--- src/rtl/bl_pwm_pkg.sv ---
package bl_pwm_pkg;

   // bus geometry
   localparam int BUS_AW = 8;
   localparam int BUS_DW = 32;

   // register offsets
   localparam logic [BUS_AW-1:0] OFS_ENABLE = 8'h00;
   localparam logic [BUS_AW-1:0] OFS_COMMIT = 8'h08;
   localparam logic [BUS_AW-1:0] OFS_CTL0   = 8'h10;
   localparam logic [BUS_AW-1:0] OFS_CTL1   = 8'h14;
   localparam logic [BUS_AW-1:0] OFS_DBG    = 8'hB0;

   // field positions
   localparam int EN_BIT     = 0;
   localparam int COMMIT_BIT = 0;
   localparam int MANUAL_BIT = 1;
   localparam int DIV_LSB    = 16;
   localparam int PER_LSB    = 0;
   localparam int HIGH_LSB   = 16;
   localparam int DBG_W      = 2;

   // debug code that bypasses the shadow/active split
   localparam logic [DBG_W-1:0] BYPASS_CODE = 2'b11;

endpackage

--- src/rtl/bl_pwm_regs.sv ---
module bl_pwm_regs
   import bl_pwm_pkg::*;
#(
   parameter int DIV_W     = 10,
   parameter int PER_W     = 12,
   parameter int HIGH_W    = 13,
   parameter bit BYPASS_EN = 1'b1
) (
   input  logic              clk,
   input  logic              rst_n,
   input  logic              wr,
   input  logic [BUS_AW-1:0] addr,
   input  logic [BUS_DW-1:0] wdata,
   output logic [BUS_DW-1:0] rdata,
   output logic              en,
   output logic              bypass,
   output logic              commit_rise,
   output logic              sh_manual,
   output logic [DIV_W-1:0]  sh_div,
   output logic [PER_W-1:0]  sh_per,
   output logic [HIGH_W-1:0] sh_high
);

   // elaboration-time parameter checks
   if (DIV_LSB + DIV_W > BUS_DW) begin : g_bad_div
      $error("divider field does not fit the data word");
   end
   if (HIGH_LSB + HIGH_W > BUS_DW) begin : g_bad_high
      $error("high-width field does not fit the data word");
   end
   if (PER_LSB + PER_W > HIGH_LSB) begin : g_bad_per
      $error("period field overlaps the high-width field");
   end
   if (DIV_LSB <= MANUAL_BIT) begin : g_bad_man
      $error("divider field overlaps the manual-select bit");
   end

   logic hit_en, hit_commit, hit_ctl0, hit_ctl1, hit_dbg;
   logic en_q, commit_q, manual_q;
   logic [DIV_W-1:0]  div_q;
   logic [PER_W-1:0]  per_q;
   logic [HIGH_W-1:0] high_q;
   logic [DBG_W-1:0]  dbg_rd;

   assign hit_en     = wr && (addr == OFS_ENABLE);
   assign hit_commit = wr && (addr == OFS_COMMIT);
   assign hit_ctl0   = wr && (addr == OFS_CTL0);
   assign hit_ctl1   = wr && (addr == OFS_CTL1);
   assign hit_dbg    = wr && (addr == OFS_DBG);

   // a commit counts only on a 0 -> 1 transition of the stored bit
   assign commit_rise = hit_commit && wdata[COMMIT_BIT] && !commit_q;

   always_ff @(posedge clk or negedge rst_n) begin
      if (!rst_n) begin
         en_q     <= 1'b0;
         commit_q <= 1'b0;
         manual_q <= 1'b0;
         div_q    <= '0;
         per_q    <= '0;
         high_q   <= '0;
      end else begin
         if (hit_en) begin
            en_q <= wdata[EN_BIT];
         end
         if (hit_commit) begin
            commit_q <= wdata[COMMIT_BIT];
         end
         if (hit_ctl0) begin
            manual_q <= wdata[MANUAL_BIT];
            div_q    <= wdata[DIV_LSB +: DIV_W];
         end
         if (hit_ctl1) begin
            per_q  <= wdata[PER_LSB +: PER_W];
            high_q <= wdata[HIGH_LSB +: HIGH_W];
         end
      end
   end

   // debug field exists only when the bypass variant is built
   if (BYPASS_EN) begin : g_dbg
      logic [DBG_W-1:0] dbg_q;
      always_ff @(posedge clk or negedge rst_n) begin
         if (!rst_n) begin
            dbg_q <= '0;
         end else if (hit_dbg) begin
            dbg_q <= wdata[DBG_W-1:0];
         end
      end
      assign dbg_rd = dbg_q;
      assign bypass = (dbg_q == BYPASS_CODE);
   end else begin : g_no_dbg
      logic unused_dbg_hit;
      assign unused_dbg_hit = hit_dbg;
      assign dbg_rd = '0;
      assign bypass = 1'b0;
   end

   // read path: shadow contents, unused bits zero
   always_comb begin
      rdata = '0;
      unique case (addr)
         OFS_ENABLE: rdata[EN_BIT] = en_q;
         OFS_COMMIT: rdata[COMMIT_BIT] = commit_q;
         OFS_CTL0: begin
            rdata[MANUAL_BIT]         = manual_q;
            rdata[DIV_LSB +: DIV_W]   = div_q;
         end
         OFS_CTL1: begin
            rdata[PER_LSB +: PER_W]   = per_q;
            rdata[HIGH_LSB +: HIGH_W] = high_q;
         end
         OFS_DBG: rdata[DBG_W-1:0] = dbg_rd;
         default: rdata = '0;
      endcase
   end

   assign en        = en_q;
   assign sh_manual = manual_q;
   assign sh_div    = div_q;
   assign sh_per    = per_q;
   assign sh_high   = high_q;

endmodule

--- src/rtl/bl_pwm_active.sv ---
module bl_pwm_active #(
   parameter int CFG_W = 36
) (
   input  logic             clk,
   input  logic             rst_n,
   input  logic             en,
   input  logic             bypass,
   input  logic             commit_rise,
   input  logic             boundary,
   input  logic [CFG_W-1:0] shadow,
   output logic [CFG_W-1:0] eff,
   output logic             pending
);

   if (CFG_W < 4) begin : g_bad_cfg
      $error("configuration vector too narrow");
   end

   logic [CFG_W-1:0] act_q;
   logic             pend_q;
   logic             load;

   // transfer when scheduled and the generator is idle or wrapping
   assign load = pend_q && (!en || boundary);

   always_ff @(posedge clk or negedge rst_n) begin
      if (!rst_n) begin
         act_q  <= '0;
         pend_q <= 1'b0;
      end else if (bypass) begin
         act_q  <= shadow;
         pend_q <= 1'b0;
      end else begin
         if (load) begin
            act_q <= shadow;
         end
         if (commit_rise) begin
            pend_q <= 1'b1;
         end else if (load) begin
            pend_q <= 1'b0;
         end
      end
   end

   assign eff     = bypass ? shadow : act_q;
   assign pending = pend_q;


   hold_mid_period_chk: assert property (@(posedge clk) disable iff (!rst_n)
      (!bypass && en && !boundary) |=> $stable(act_q));


   idle_load_chk: assert property (@(posedge clk) disable iff (!rst_n)
      (pend_q && !en && !bypass && !commit_rise) |=> !pend_q);

endmodule

--- src/rtl/bl_pwm_gen.sv ---
module bl_pwm_gen #(
   parameter int DIV_W  = 10,
   parameter int PER_W  = 12,
   parameter int HIGH_W = 13
) (
   input  logic              clk,
   input  logic              rst_n,
   input  logic              en,
   input  logic              manual,
   input  logic [DIV_W-1:0]  div,
   input  logic [PER_W-1:0]  per,
   input  logic [HIGH_W-1:0] high,
   output logic              pwm,
   output logic              boundary
);

   localparam int CMP_W = (PER_W > HIGH_W) ? PER_W : HIGH_W;

   if (DIV_W < 1 || PER_W < 1 || HIGH_W < 1) begin : g_bad_w
      $error("generator widths must be positive");
   end

   logic [DIV_W-1:0] pre_q;
   logic [PER_W-1:0] cnt_q;
   logic             tick, wrap;

   // >= keeps the counters sane if a bypass write shrinks the limits
   assign tick     = (pre_q >= div);
   assign wrap     = tick && (cnt_q >= per);
   assign boundary = en && wrap;

   always_ff @(posedge clk or negedge rst_n) begin
      if (!rst_n) begin
         pre_q <= '0;
         cnt_q <= '0;
      end else if (!en) begin
         pre_q <= '0;
         cnt_q <= '0;
      end else begin
         pre_q <= tick ? '0 : pre_q + DIV_W'(1);
         if (tick) begin
            cnt_q <= wrap ? '0 : cnt_q + PER_W'(1);
         end
      end
   end

   assign pwm = en && manual && (CMP_W'(cnt_q) < CMP_W'(high));


   wrap_to_zero_chk: assert property (@(posedge clk) disable iff (!rst_n)
      boundary |=> (cnt_q == '0 || !en));


   restart_chk: assert property (@(posedge clk) disable iff (!rst_n)
      !en |=> (cnt_q == '0 && pre_q == '0));


   prescale_hold_chk: assert property (@(posedge clk) disable iff (!rst_n)
      (en && $past(en) && !tick) |=> $stable(cnt_q));

endmodule

--- src/rtl/bl_pwm_top.sv ---
module bl_pwm_top
   import bl_pwm_pkg::*;
#(
   parameter int DIV_W     = 10,
   parameter int PER_W     = 12,
   parameter int HIGH_W    = 13,
   parameter bit BYPASS_EN = 1'b1
) (
   input  logic              clk,
   input  logic              rst_n,
   input  logic              bus_wr,
   input  logic [BUS_AW-1:0] bus_addr,
   input  logic [BUS_DW-1:0] bus_wdata,
   output logic [BUS_DW-1:0] bus_rdata,
   output logic              pwm_out
);

   localparam int CFG_W = 1 + DIV_W + PER_W + HIGH_W;

   logic              en, bypass, commit_rise, boundary, pending;
   logic              sh_manual, ef_manual;
   logic [DIV_W-1:0]  sh_div, ef_div;
   logic [PER_W-1:0]  sh_per, ef_per;
   logic [HIGH_W-1:0] sh_high, ef_high;
   logic [CFG_W-1:0]  sh_vec, ef_vec;

   bl_pwm_regs #(
      .DIV_W(DIV_W), .PER_W(PER_W), .HIGH_W(HIGH_W), .BYPASS_EN(BYPASS_EN)
   ) u_regs (
      .clk(clk), .rst_n(rst_n), .wr(bus_wr), .addr(bus_addr),
      .wdata(bus_wdata), .rdata(bus_rdata), .en(en), .bypass(bypass),
      .commit_rise(commit_rise), .sh_manual(sh_manual), .sh_div(sh_div),
      .sh_per(sh_per), .sh_high(sh_high)
   );

   assign sh_vec = {sh_manual, sh_div, sh_per, sh_high};

   bl_pwm_active #(.CFG_W(CFG_W)) u_active (
      .clk(clk), .rst_n(rst_n), .en(en), .bypass(bypass),
      .commit_rise(commit_rise), .boundary(boundary),
      .shadow(sh_vec), .eff(ef_vec), .pending(pending)
   );

   assign {ef_manual, ef_div, ef_per, ef_high} = ef_vec;

   bl_pwm_gen #(.DIV_W(DIV_W), .PER_W(PER_W), .HIGH_W(HIGH_W)) u_gen (
      .clk(clk), .rst_n(rst_n), .en(en), .manual(ef_manual),
      .div(ef_div), .per(ef_per), .high(ef_high),
      .pwm(pwm_out), .boundary(boundary)
   );


   off_low_chk: assert property (@(posedge clk) disable iff (!rst_n)
      !en |-> !pwm_out);


   bypass_no_pend_chk: assert property (@(posedge clk) disable iff (!rst_n)
      bypass |=> !pending);

endmodule

--- config.mk ---
export PLATFORM = sky130hd
export DESIGN_NAME = bl_pwm_top
export DESIGN_NICKNAME = d
export VERILOG_FILES = /design/src/rtl/bl_pwm_pkg.sv /design/src/rtl/bl_pwm_regs.sv /design/src/rtl/bl_pwm_active.sv /design/src/rtl/bl_pwm_gen.sv /design/src/rtl/bl_pwm_top.sv
export SDC_FILE = /design/constraint.sdc
export NUM_CORES = 1
export LEC_CHECK = 0
export ABC_AREA = 0
export BUFFER_PORTS_ARGS = -buffer_cell sky130_fd_sc_hd__buf_2
export CAP_MARGIN = 25
export CORE_UTILIZATION = 30
export CTS_CLUSTER_DIAMETER = 120
export DETAILED_ROUTE_END_ITERATION = 6
export PLACE_DENSITY = 0.46
export SYNTH_ARGS = -nofsm -noshare
export SYNTH_HDL_FRONTEND = slang
export SYNTH_SLANG_ARGS = --single-unit
--- constraint.sdc ---
create_clock -name clk -period 3.62 [get_ports clk]
set_input_delay 0.543 -clock clk [delete_from_list [all_inputs] [get_ports clk]]
set_output_delay 0.543 -clock clk [all_outputs]
set_load 0.02 [all_outputs]
==> impl_metrics.toml <==
[sta]
relSlewSlack_pct = 44.7
min_period_over_period_pct = 88.8
finalClockSkew_ps = 12.5
setup_viol = 0
drv_slew = 0
finalHoldViolCount = 0
finalSetupTns_ps = 0
worst_pin_slew_ps = 829
min_period_ps = 3210
rsz0062_at_grt = "no"
fmax_mhz = 311

[cts]
clock_path_buffers = 2
clk_transition_reported_paths_ps = 70
cts_hold_buf = 0
clock_latency_ps = 350
htreeDepth = 3
cts_inserted_buffers = 9
cts_tree = "built"
postCtsSetupBuffers = 0
ctsResizeCount = 0
cts.sinks = 99
cts-root-buf = "clkbuf_16"

[floorplan]
die_h_um = 137
io_pins = 76
die_area_mm2 = 0.0188
initial_utilization_pct = 30.5
dieWidth_um = 137
core-area_mm2 = 0.0180
rows = 49

[layout]
final_core_util_pct = 35.5
areaGrowthSynthToFinish_pct = 16.3
drive_above_1_share_pct = 32.8
num_antenna_cells = 0
fin_cells = 748
fin_nets = 593
fillers = 1802

[worst_setup_path]
r2r_cells = 11
r2r_end = "u_active.act_q[18]$_DFFE_PN0P_"
r2r_start = "u_regs.dbg_rd[0]$_DFFE_PN0P_"
path_cells = "nand2_2, buf_12, mux2i_1, ha_1, and4_1, nand2_1, a21oi_1, o221ai_1, a22o_1, buf_2"
crit_start = "u_regs.dbg_rd[0]$_DFFE_PN0P_"
crit_family = "compound AO/OA/AOI/OAI gates"
slowest_delay_ps = 420
setup.worst_path.start_class = "register"
regToRegSetupSlack_ps = 430
critPathBufInv = 2
cp.arrival_ps = 2670
critPathKind = "reg2out"
critPathMaxFanout = 21
slowest_stage = "dfrtp_1"
worstSetupEndpointType = "output pin"
cp.required_ps = 3080

[synthesis]
syn_inst = 449
ys_seq_area_share_pct = 45.2
synth_area_mm2 = 0.00548
ys_async_sr_fraction_pct = 100
synth_simple_gate_area_share_pct = 9.70
synth_edf_count = 0
synth_compound_area_share_pct = 8.19
synthXorXnorAreaFrac_pct = 1.28
synth_cell_type_count = 48
synth_top_family_by_area = "multiplexers"
synthAdderAreaFrac_pct = 7.99
yosysWarnings = 0
synth_flop_cell = "dfrtp_1"
synth_mux_area_share_pct = 24.5
synth-seq-cells = 99
synth_area_per_cell_um2 = 12.2

[place]
place_congestion = 0.818
placed_cells = 733
dp_hpwl_mm = 8.76
place.port_buffers = 61

[run_status]
status = "complete, but fails checks"
violations = "design-rule violations"

[grt]
antenna_found_initial = 0
gr-total-overflow = 0
grtUsageMet1_pct = 20.2
grt_pass1_wl_mm = 20.0
grt_max_degree = 63
grt.busiest_layer = "met2"
use_met3_pct = 3.42
grt_util_all_layers_pct = 14.2
met2_usage_pct = 21.0
grt_pass1_vias = 3643

[route]
vias_per_cell = 4.94
vias = 3695
drt_iter0_markers = 148
dr.pass1.iters = 6
wl_mm = 12.3
final_antenna_net_count = 0
route.detailed.drc = 2
wire_per_inst_um = 16.5

[pwr]
powerDensity_mw_per_mm2 = 360
peakVddDrop_mv = 0.203
p_leak_nw = 3.36

[job]
cap_violations = 0

[worst_hold_path]
min_path_type = "in2async"
==> cell usage after synthesis, drive strengths merged, types with 2 or more instances <==
library cell,n,share of area (%)
dfrtp,99,45
o21a,2,0.27
a211oi,5,0.68
nor3,6,0.55
a21oi,5,0.46
nor3b,2,0.27
o2111ai,2,0.32
a211o,2,0.32
ha,35,8.0
nor2,22,1.5
nand2,18,1.2
nand2b,3,0.34
and4b,2,0.37
nor2b,7,0.80
o21ai,14,1.3
xor2,5,0.80
nand3,12,1.1
xnor2,3,0.48
inv,5,0.34
a31oi,2,0.23
a22o,19,3.0
and2,14,1.6
mux2i,34,6.2
buf,13,1.9
mux2,79,18
clkbuf,12,0.82
nand4,3,0.34
and3,8,0.91
==> sequential cells by signal (all words and copies together), names as in the netlist <==
register,flops
u_active.act_q,36
u_gen.cnt_q,12
u_gen.pre_q,10
u_regs.sh_manual,1
u_regs.dbg_rd,2
u_regs.sh_div,10
u_regs.sh_high,13
u_regs.en,1
u_active.pending,1
u_regs.commit_q,1
u_regs.sh_per,12
==> worst register-to-register path, delay by kind of cell (launching register included) <==
family / cells / cell delay (ps)
AOI/OAI and AO/OA: 3 / 810
muxes: 2 / 720
buffers and inverters: 2 / 490
DFF: 1 / 420
and+or+nand+nor: 3 / 370
adders and majority gates: 1 / 260
==> cell type report <==
| cell class | instances | area, µm² | share of cell area (%) |
|---|---|---|---|
| clock inverter | 6 | 90.1 | 1.41 |
| inverter | 5 | 18.8 | 0.294 |
| multi-input combinational | 326 | 2860 | 44.9 |
| sequential | 99 | 2480 | 38.8 |
| tap | 229 | 287 | 4.49 |
| timing repair buffer | 74 | 418 | 6.55 |
| clock buffer | 9 | 225 | 3.53 |
==> cells in the final DEF (no fill, tap or decap), types with 6 or more instances in the layout <==
cell type | Yosys | layout
and3_1 | 8 | 8
conb_1 | 1 | 7
dfrtp_1 | 99 | 99
mux2i_1 | 34 | 34
mux2_2 | 49 | 49
clkbuf_16 | 0 | 9
nor2b_1 | 7 | 7
o21ai_0 | 14 | 14
buf_2 | 0 | 60
ha_1 | 35 | 35
buf_4 | 7 | 13
nor3_1 | 6 | 6
and2_1 | 13 | 13
nor2_1 | 22 | 22
nand2_1 | 18 | 17
a22o_1 | 19 | 19
mux2_4 | 30 | 30
nand3_1 | 12 | 12
==> stage by stage <==
| stage | setup slack (ps) | instance area [µm²] | hold WS (ps) | total power (W) |
|---|---|---|---|---|
| floorplan | 73.6 | 5500 | 247 | 0.00122 |
| global placement | 414 | 6060 | 490 | 0.00128 |
| detailed placement | 411 | 6060 | 492 | 0.00128 |
| CTS | 306 | 6380 | 324 | 0.00233 |
| global route | 181 | 6380 | 349 | 0.00240 |
| finish | 407 | 6380 | 284 | 0.00230 |
==> per-layer routing <==
layer,vias to the layer above,share of wire (%)
li1,1766,-
met4,0,1.4
met3,12,4.2
met2,81,44
met1,1836,50
met5,-,0
==> kinds of logic (layout without fill, tap and decap cells) <==
family / Yosys count / after routing
muxes: 113 / 113
DFF: 99 / 99
AOI/OAI and AO/OA: 61 / 61
xor gates and xnor gates: 8 / 8
adders and majority gates: 35 / 35
buffers and inverters: 30 / 94
other: 1 / 7
and+or+nand+nor: 102 / 102
==> power breakdown <==
group | total, W | switching, W | internal, W
Combinational | 0.0000993 | 0.0000542 | 0.0000451
Sequential | 0.00116 | 0.0000263 | 0.00113
Clock | 0.00104 | 0.000437 | 0.000606
Total | 0.00230 | 0.000518 | 0.00178
==> worst max-delay path by stage <==
stage | cells after the start | to
after floorplan | 13 | u_active.act_q[10]$_DFFE_PN0P_
after global placement | 11 | u_active.act_q[17]$_DFFE_PN0P_
after detailed placement | 11 | u_active.act_q[21]$_DFFE_PN0P_
after CTS | 10 | pwm_out
after global routing | 10 | pwm_out
final | 10 | pwm_out
Power figures use the tool's default switching activity.
